<file path="src/rtl/bsp_pkg.sv">
package bsp_pkg;
  localparam int unsigned BSP_WORD_W      = 8;
  localparam int unsigned BSP_SYNC_STAGES = 2;

  typedef enum logic {
    ORDER_LSB_FIRST = 1'b0,
    ORDER_MSB_FIRST = 1'b1
  } bit_order_e;
endpackage

</file>
<file path="src/rtl/bsp_sync.sv">
module bsp_sync #(
  parameter int unsigned WIDTH  = 3,
  parameter int unsigned STAGES = 2
) (
  input  logic             clk,
  input  logic             rst,
  input  logic [WIDTH-1:0] async_i,
  output logic [WIDTH-1:0] sync_o
);
  logic [WIDTH-1:0] chain [STAGES];

  generate
    for (genvar s = 0; s < STAGES; s++) begin : g_stage
      if (s == 0) begin : g_first
        always_ff @(posedge clk) begin
          if (rst) chain[s] <= '0;
          else     chain[s] <= async_i;
        end
      end else begin : g_next
        always_ff @(posedge clk) begin
          if (rst) chain[s] <= '0;
          else     chain[s] <= chain[s-1];
        end
      end
    end
  endgenerate

  assign sync_o = chain[STAGES-1];
endmodule

</file>
<file path="src/rtl/bsp_rx.sv">
module bsp_rx
  import bsp_pkg::*;
#(
  parameter int unsigned WORD_W = BSP_WORD_W
) (
  input  logic              clk,
  input  logic              rst,
  input  logic              bit_rise,
  input  logic              req_on,
  input  logic              rx_mode,
  input  bit_order_e        order,
  input  logic              din,
  input  logic              ack,
  output logic [WORD_W-1:0] byte_o,
  output logic              valid_o,
  output logic              overrun_o
);
  localparam int unsigned CNT_W = $clog2(WORD_W);
  localparam logic [CNT_W-1:0] LAST_BIT = CNT_W'(WORD_W - 1);

  logic [WORD_W-1:0] shreg, shreg_nx;
  logic [CNT_W-1:0]  bit_cnt;
  logic              pending;
  logic              active;

  assign active = req_on & rx_mode;

  always_comb begin
    if (order == ORDER_MSB_FIRST) shreg_nx = {shreg[WORD_W-2:0], din};
    else                          shreg_nx = {din, shreg[WORD_W-1:1]};
  end

  always_ff @(posedge clk) begin
    if (rst) begin
      shreg     <= '0;
      bit_cnt   <= '0;
      byte_o    <= '0;
      valid_o   <= 1'b0;
      overrun_o <= 1'b0;
      pending   <= 1'b0;
    end else begin
      valid_o   <= 1'b0;
      overrun_o <= 1'b0;
      if (pending && ack) pending <= 1'b0;
      if (!active) begin
        bit_cnt <= '0;
        shreg   <= '0;
      end else if (bit_rise) begin
        shreg <= shreg_nx;
        if (bit_cnt == LAST_BIT) begin
          bit_cnt   <= '0;
          byte_o    <= shreg_nx;
          valid_o   <= 1'b1;
          pending   <= 1'b1;
          overrun_o <= pending & ~ack;
        end else begin
          bit_cnt <= bit_cnt + 1'b1;
        end
      end
    end
  end
endmodule

</file>
<file path="src/rtl/bsp_tx.sv">
module bsp_tx
  import bsp_pkg::*;
#(
  parameter int unsigned WORD_W = BSP_WORD_W
) (
  input  logic              clk,
  input  logic              rst,
  input  logic              bit_rise,
  input  logic              bit_fall,
  input  logic              req_on,
  input  logic              tx_mode,
  input  bit_order_e        order,
  input  logic [WORD_W-1:0] tx_byte,
  input  logic              tx_valid,
  output logic              tx_ready,
  output logic              dat_o,
  output logic              oe_o,
  output logic              underrun_o
);
  localparam int unsigned CNT_W = $clog2(WORD_W);
  localparam logic [CNT_W-1:0] LAST_BIT = CNT_W'(WORD_W - 1);

  logic [WORD_W-1:0] hold, shreg, src, shreg_nx;
  logic              hold_empty;
  logic [CNT_W-1:0]  bit_cnt;
  logic              loaded, active, act_q, start, load, shift;
  logic              src_head, nx_head;

  assign active = req_on & tx_mode;
  assign start  = active & ~act_q;
  assign load   = active & ~loaded & (bit_fall | start);
  assign shift  = active & loaded & bit_fall & (bit_cnt != '0);
  assign src    = hold_empty ? '0 : hold;
  assign tx_ready = hold_empty;

  always_comb begin
    if (order == ORDER_MSB_FIRST) begin
      shreg_nx = {shreg[WORD_W-2:0], 1'b0};
      src_head = src[WORD_W-1];
      nx_head  = shreg_nx[WORD_W-1];
    end else begin
      shreg_nx = {1'b0, shreg[WORD_W-1:1]};
      src_head = src[0];
      nx_head  = shreg_nx[0];
    end
  end

  always_ff @(posedge clk) begin
    if (rst) begin
      hold       <= '0;
      hold_empty <= 1'b1;
    end else begin
      if (load && !hold_empty) hold_empty <= 1'b1;
      if (tx_valid && hold_empty) begin
        hold       <= tx_byte;
        hold_empty <= 1'b0;
      end
    end
  end

  always_ff @(posedge clk) begin
    if (rst) begin
      act_q      <= 1'b0;
      oe_o       <= 1'b0;
      underrun_o <= 1'b0;
      loaded     <= 1'b0;
      bit_cnt    <= '0;
      shreg      <= '0;
      dat_o      <= 1'b0;
    end else begin
      act_q      <= active;
      oe_o       <= active;
      underrun_o <= 1'b0;
      if (!active) begin
        loaded  <= 1'b0;
        bit_cnt <= '0;
        shreg   <= '0;
        dat_o   <= 1'b0;
      end else begin
        if (load) begin
          loaded     <= 1'b1;
          shreg      <= src;
          dat_o      <= src_head;
          underrun_o <= hold_empty;
        end else if (shift) begin
          shreg <= shreg_nx;
          dat_o <= nx_head;
        end
        if (bit_rise && loaded) begin
          if (bit_cnt == LAST_BIT) begin
            bit_cnt <= '0;
            loaded  <= 1'b0;
          end else begin
            bit_cnt <= bit_cnt + 1'b1;
          end
        end
      end
    end
  end
endmodule

</file>
<file path="src/rtl/byte_serial_port.sv">
module byte_serial_port
  import bsp_pkg::*;
#(
  parameter int unsigned WORD_W      = BSP_WORD_W,
  parameter int unsigned SYNC_STAGES = BSP_SYNC_STAGES
) (
  input  logic              clk,
  input  logic              rst,
  input  logic              ser_clk_i,
  input  logic              ser_req_i,
  input  logic              ser_dat_i,
  output logic              ser_dat_o,
  output logic              ser_dat_oe,
  input  logic              cfg_msb_first,
  input  logic              cfg_tx_mode,
  output logic [WORD_W-1:0] rx_byte,
  output logic              rx_valid,
  input  logic              rx_ack,
  output logic              rx_overrun,
  input  logic [WORD_W-1:0] tx_byte,
  input  logic              tx_valid,
  output logic              tx_ready,
  output logic              tx_underrun
);
  localparam int unsigned LINE_W = 3;

  logic [LINE_W-1:0] line_raw, line_sync;
  logic              sclk_s, sreq_s, sdat_s, sclk_q;
  logic              bit_rise, bit_fall;
  bit_order_e        order;

  assign line_raw = {ser_clk_i, ser_req_i, ser_dat_i};

  bsp_sync #(.WIDTH(LINE_W), .STAGES(SYNC_STAGES)) u_sync (
    .clk     (clk),
    .rst     (rst),
    .async_i (line_raw),
    .sync_o  (line_sync)
  );

  assign {sclk_s, sreq_s, sdat_s} = line_sync;

  always_ff @(posedge clk) begin
    if (rst) sclk_q <= 1'b0;
    else     sclk_q <= sclk_s;
  end

  assign bit_rise = sclk_s & ~sclk_q;
  assign bit_fall = ~sclk_s & sclk_q;
  assign order    = bit_order_e'(cfg_msb_first);

  bsp_rx #(.WORD_W(WORD_W)) u_rx (
    .clk       (clk),
    .rst       (rst),
    .bit_rise  (bit_rise),
    .req_on    (sreq_s),
    .rx_mode   (~cfg_tx_mode),
    .order     (order),
    .din       (sdat_s),
    .ack       (rx_ack),
    .byte_o    (rx_byte),
    .valid_o   (rx_valid),
    .overrun_o (rx_overrun)
  );

  bsp_tx #(.WORD_W(WORD_W)) u_tx (
    .clk        (clk),
    .rst        (rst),
    .bit_rise   (bit_rise),
    .bit_fall   (bit_fall),
    .req_on     (sreq_s),
    .tx_mode    (cfg_tx_mode),
    .order      (order),
    .tx_byte    (tx_byte),
    .tx_valid   (tx_valid),
    .tx_ready   (tx_ready),
    .dat_o      (ser_dat_o),
    .oe_o       (ser_dat_oe),
    .underrun_o (tx_underrun)
  );
endmodule

</file>
<file path="config.mk">
export PLATFORM = sky130hd
export DESIGN_NAME = byte_serial_port
export DESIGN_NICKNAME = d
export VERILOG_FILES = /design/src/rtl/bsp_pkg.sv /design/src/rtl/bsp_sync.sv /design/src/rtl/bsp_rx.sv /design/src/rtl/bsp_tx.sv /design/src/rtl/byte_serial_port.sv
export SDC_FILE = /design/constraint.sdc
export NUM_CORES = 1
export LEC_CHECK = 0
export BUFFER_PORTS_ARGS = -buffer_cell sky130_fd_sc_hd__buf_2
export CORE_ASPECT_RATIO = 0.9
export CORE_MARGIN = 5
export CORE_UTILIZATION = 47
export CTS_CLUSTER_DIAMETER = 100
export DETAILED_ROUTE_END_ITERATION = 6
export MAX_ROUTING_LAYER = met4
export PLACE_DENSITY = 0.66
export SYNTH_ARGS = -nofsm -noshare
export SYNTH_HDL_FRONTEND = slang
export SYNTH_SLANG_ARGS = --single-unit
</file>
<file path="constraint.sdc">
create_clock -name clk -period 2.05 [get_ports clk]
set_clock_uncertainty 0.15 [all_clocks]
set_input_delay 0.3075 -clock clk [delete_from_list [all_inputs] [get_ports clk]]
set_output_delay 0.3075 -clock clk [all_outputs]
set_load 0.01 [all_outputs]
</file>
Word-level counts from Yosys, hierarchy flattened --
Memories as Yosys holds them, arrays and structs flattened. Cells that the tools add are included.
Storage, ports and cells: flip-flop bits (word level) 47, bits in writable memories 6, input bits 17, output and inout bits 14, logic and storage cells 85, memories 1
Operators by class: add/sub/neg operators 2, eq/ne operators 2, mux-type cells 26, bitwise logic cells 25, reductions and logical operators 14
Memories:
- u_sync.chain | words 2, bits a word 3, rd ports 2, clocked after memory_dff 0, wr ports 2, line bsp_sync.sv:10 | logic [WIDTH-1:0] chain [STAGES];
Operators with widths (number):
- $mux 8 | 5
- $mux 1 | 17
- $mux 3 | 4
- $and 1x1->1 | 11
- $not 1->1 | 11
- $add 3x1->3 const B | 2
- $eq 3x3->1 const B | 2
- $reduce_or 3->1 | 2
- $logic_and 1x1->1 | 4
- $reduce_bool 2->1 | 2
- $reduce_or 2->1 | 2
- $reduce_or 4->1 | 1
- $or 1x1->1 | 3
- $reduce_and 3->1 | 1
- $reduce_bool 3->1 | 1
- $logic_not 1->1 | 1

Logic depth before layout (Yosys ltp) --
word-level depth 7, gate-level depth with buffers 7, mapped depth without buffers 6

Cells and area by module --
From an unflattened synthesis, not the netlist that was laid out.
Unflattened totals: cell total of the unflattened synthesis 229, area, all modules 2357.3 sq um
Modules (own cells, without submodules):
- bsp_tx | instances 1, cells an instance 122, area an instance 1102.3 sq um, seq. area each 480.5 sq um
- bsp_rx | instances 1, cells an instance 90, area an instance 1054.8 sq um, seq. area each 440.4 sq um
- bsp_sync | instances 1, cells an instance 12, area an instance 157.7 sq um, seq. area each 120.1 sq um
- byte_serial_port | instances 1, cells an instance 5, area an instance 42.5 sq um, seq. area each 20.0 sq um

Worst setup path before layout --
Ideal clock, no wire load.
kind flip-flop to flip-flop, start point register u_tx.bit_cnt[0], end point register u_tx.shreg[0], setup time 91 ps, arrival 1716 ps, required time 1809 ps, slack 93 ps, stages on the path, launching flop included 7, path buffers 0, period minus slack after synthesis 1957 ps, cells stage by stage dfxtp_1 inv_1 ha_1 nor2b_1 or4b_1 or3_1 a311oi_1
Between the ends: longest elaborated chain between the ends 3
Ends and longest elaborated chain:
- from (decl) | line bsp_tx.sv:25 | logic [CNT_W-1:0] bit_cnt;
- from (signal assigned) | line bsp_tx.sv:94 | bit_cnt <= bit_cnt + 1'b1;
- $reduce_bool 3->1 | line bsp_tx.sv:32 | assign shift = active & loaded & bit_fall & (bit_cnt != '0);
- $and 1x1->1 | line bsp_tx.sv:32
- $reduce_bool 2->1 (no line)
- to (signal assigned) | line bsp_tx.sv:82 | shreg <= src;
- to (signal assigned) | line bsp_tx.sv:86 | shreg <= shreg_nx;
- to (decl) | line bsp_tx.sv:23 | logic [WORD_W-1:0] hold, shreg, src, shreg_nx;
No other way between the ends. A chain may end at the register's enable or synchronous reset.

Worst setup path after layout --
start point register u_tx.bit_cnt[1], end point register u_tx.shreg[0]
Same word-level chain as after synthesis.

==> results.sh <==
export IMPL_peakVddDrop_mv=0.438
export IMPL_multiInputGateArea_um2=1010
export IMPL_die_area_um2=5970
export IMPL_tightest_slew_ns=0.537
export IMPL_synthTopCellsByArea="dfxtp_1 50%, mux2i_1 7.1%, a211oi_1 5.6%"
export IMPL_hold_depth=2
export IMPL_drc=0
export IMPL_first_global_vias=1462
export IMPL_cts_htree_levels=2
export IMPL_antenna_found_initial=0
export IMPL_cts_setup_buffers=0
export IMPL_avgSynthCellArea_um2=9.50
export IMPL_root_buffer="clkbuf_8"
export IMPL_syn_inst=224
export IMPL_maxSlewHeadroom_pct=64.2
export IMPL_clock_sinks=53
export IMPL_synth_top_family_by_area="simple AND/OR/NAND/NOR gates"
export IMPL_synth_seq_cells=53
export IMPL_groute_usage_overall_pct=15.2
export IMPL_final_core_util_pct=55.5
export IMPL_dr_total_vias=1599
export IMPL_synthTopCellsByCount="53 x dfxtp_1, 21 x nand2_1, 19 x nor2_1, 18 x a21oi_1, 16 x a211oi_1"
export IMPL_fin_nets=274
export IMPL_wirelength_mm=4.06
export IMPL_fin_tns_setup_ns=0
export IMPL_cts_hold_buf=0
export IMPL_synth_compound_area_share_pct=14.4
export IMPL_worstSetupStartpointType="flip-flop"
export IMPL_muxShareOfSynthArea_pct=10.8
export IMPL_min_period_ns=2.00
export IMPL_synth_edf_count=0
export IMPL_worstHoldPathType="in -> reg"
export IMPL_cp_max_fo=3
export IMPL_synth_xor_area_share_pct=0
export IMPL_path_clk_slew_ns=0.10
export IMPL_gp_congestion=0.809
export IMPL_core_area_um2=4430
export IMPL_synth_simple_gate_area_share_pct=18.2
export IMPL_yosysMostFrequentCell="dfxtp_1"
export IMPL_yosys_warnings=0
export IMPL_num_rows=23
export IMPL_cts_resized=0
export IMPL_dp_cells=307
export IMPL_required_ns=2.10
export IMPL_vias_per_cell=5.08
export IMPL_die_width_um=80.9
export IMPL_rsz0062_at_grt="false"
export IMPL_cts_path_max_buffers=2
export IMPL_yosysUniqueCellTypes=31
export IMPL_r2r_cells=6
export IMPL_arrival_ns=2.06
export IMPL_area_delta_synth_final_pct=15.6
export IMPL_maxSlewViolCount=0
export IMPL_synth_nets=246
export IMPL_cts_tree="built"
export IMPL_crit_type="reg -> reg"
export IMPL_period_share_pct=97.8
export IMPL_clock_latency_ns=0.30
export IMPL_drt_iter0_markers=95
export IMPL_fillers=442
export IMPL_avgRoutedWirePerCell_um=12.9
export IMPL_timing_fmax_mhz=499
export IMPL_portBuffers=30
export IMPL_yosysSeqAreaShare_pct=49.9
export IMPL_synth_top_area_cell="dfxtp_1"
export IMPL_antenna_cells=0
export IMPL_synthFlopType="dfxtp_1"
export IMPL_first_pass_iters=4
export IMPL_die_y_um=73.8
export IMPL_hold_violations=0
export IMPL_leakage_nw=1.01
export IMPL_fin_cells=315
export IMPL_synthAdderAreaFrac_pct=2.94
export IMPL_async_flop_share_pct=0
export IMPL_grt_max_degree=30
export IMPL_ff_latch_area_um2=1060
export IMPL_r2r_setup_slack_ns=0.05
export IMPL_pin_count=31
export IMPL_setup_viol=0
export IMPL_layout_drive_gt1_share_pct=23.7
export IMPL_syn_area_um2=2130
export IMPL_endpoint_kind="flip-flop"
export IMPL_maxCapViolations=0
export IMPL_grt_pass1_wl_mm=6.76
export IMPL_status="complete, no violations"
export IMPL_overflow=0
export IMPL_hpwlAfterDp_mm=2.84
export IMPL_power_density_nw_per_um2=713
export IMPL_initial_core_util_pct=48.0
export IMPL_postRouteAntennaNets=0
export IMPL_netlist_area_leader_share_pct=49.9
export IMPL_cts_buffers=5
-- report_power, final --
| group | internal, mW | total, mW | switching [mW] |
|---|---|---|---|
| clock network | 0.274 | 0.604 | 0.330 |
| registers | 1.05 | 1.06 | 0.0159 |
| logic | 0.0376 | 0.0872 | 0.0496 |
| total | 1.36 | 1.75 | 0.396 |
-- stage by stage --
step | power, mW | hold slack, ns | setup slack, ns | cell area, µm²
finish | 1.75 | 0.0607 | 0.0456 | 2460
global route | 1.84 | 0.0706 | 0.00308 | 2460
CTS | 1.78 | 0.0500 | 0.0239 | 2430
detailed placement | 1.17 | 0.275 | 0.0580 | 2330
global placement | 1.17 | 0.269 | 0.107 | 2330
floorplan | 1.14 | 0.264 | 0.0928 | 2130
-- layer usage --
layer / vias to the layer above / global-route usage [%] / wire [µm]
li1: 841 / - / -
met1: 720 / 21.5 / 2200
met2: 33 / 20.9 / 1590
met3: 5 / 3.68 / 222
met4: 0 / 5.63 / 48
met5: - / - / 0
-- worst paths after layout --
path                                                       to                           from
worst max-delay path               u_tx.shreg[0]$_SDFFE_PP0P_   u_tx.bit_cnt[1]$_SDFFE_PP0N_
worst min-delay path            u_sync.chain[0][1]$_SDFF_PP0_                      ser_req_i
worst max register to register     u_tx.shreg[0]$_SDFFE_PP0P_   u_tx.bit_cnt[1]$_SDFFE_PP0N_
worst min register to register  u_sync.chain[1][2]$_SDFF_PP0_  u_sync.chain[0][2]$_SDFF_PP0_
-- critical path: stages (launching register included) --
cell and delay, ns:
dfxtp_2 0.36, inv_2 0.05, ha_4 0.14, nor2b_4 0.11, or4b_4 0.49, or3_1 0.38, a311oi_1 0.25
-- cell usage in the layout (no fill, tap or decap), types with 2 or more instances in the layout --
cell	count
a211oi_1	16
a21oi_1	18
buf_2	30
buf_4	4
clkbuf_8	6
dfxtp_1	51
dfxtp_2	2
ha_1	4
inv_1	4
inv_2	2
mux2_2	7
mux2i_1	15
nand2_1	21
nand2b_1	3
nand3_1	12
nor2_1	19
nor2b_1	9
nor3_1	4
o21ai_0	2
o2bb2ai_1	7
-- cell families after synthesis --
family	count (synthesis)
simple gates	78
compound gates	46
fa+ha+maj	5
mux	22
buf+inv	20
flops	53
-- flip-flops by register name, summed over array words and instances (netlist names) --
| name | flops |
|---|---|
| u_rx.byte_o | 8 |
| u_rx.shreg | 8 |
| u_tx.hold | 8 |
| u_tx.shreg | 8 |
| u_sync.chain | 6 |
| u_rx.bit_cnt | 3 |
| u_tx.bit_cnt | 3 |
| sclk_q | 1 |
| u_rx.overrun_o | 1 |
| u_rx.pending | 1 |
| u_rx.valid_o | 1 |
| u_tx.act_q | 1 |
| u_tx.dat_o | 1 |
| u_tx.loaded | 1 |
| u_tx.tx_ready | 1 |
| u_tx.underrun_o | 1 |
-- layout make-up --
class | count | share of cell area (%)
sequential | 53 | 43.3
timing repair buffer | 35 | 7.79
clock buffer | 6 | 3.36
tap | 62 | 3.16
multi-input combinational | 151 | 41.0
clock inverter | 2 | 0.560
inverter | 6 | 0.916
(Power assumes the default switching activity.)
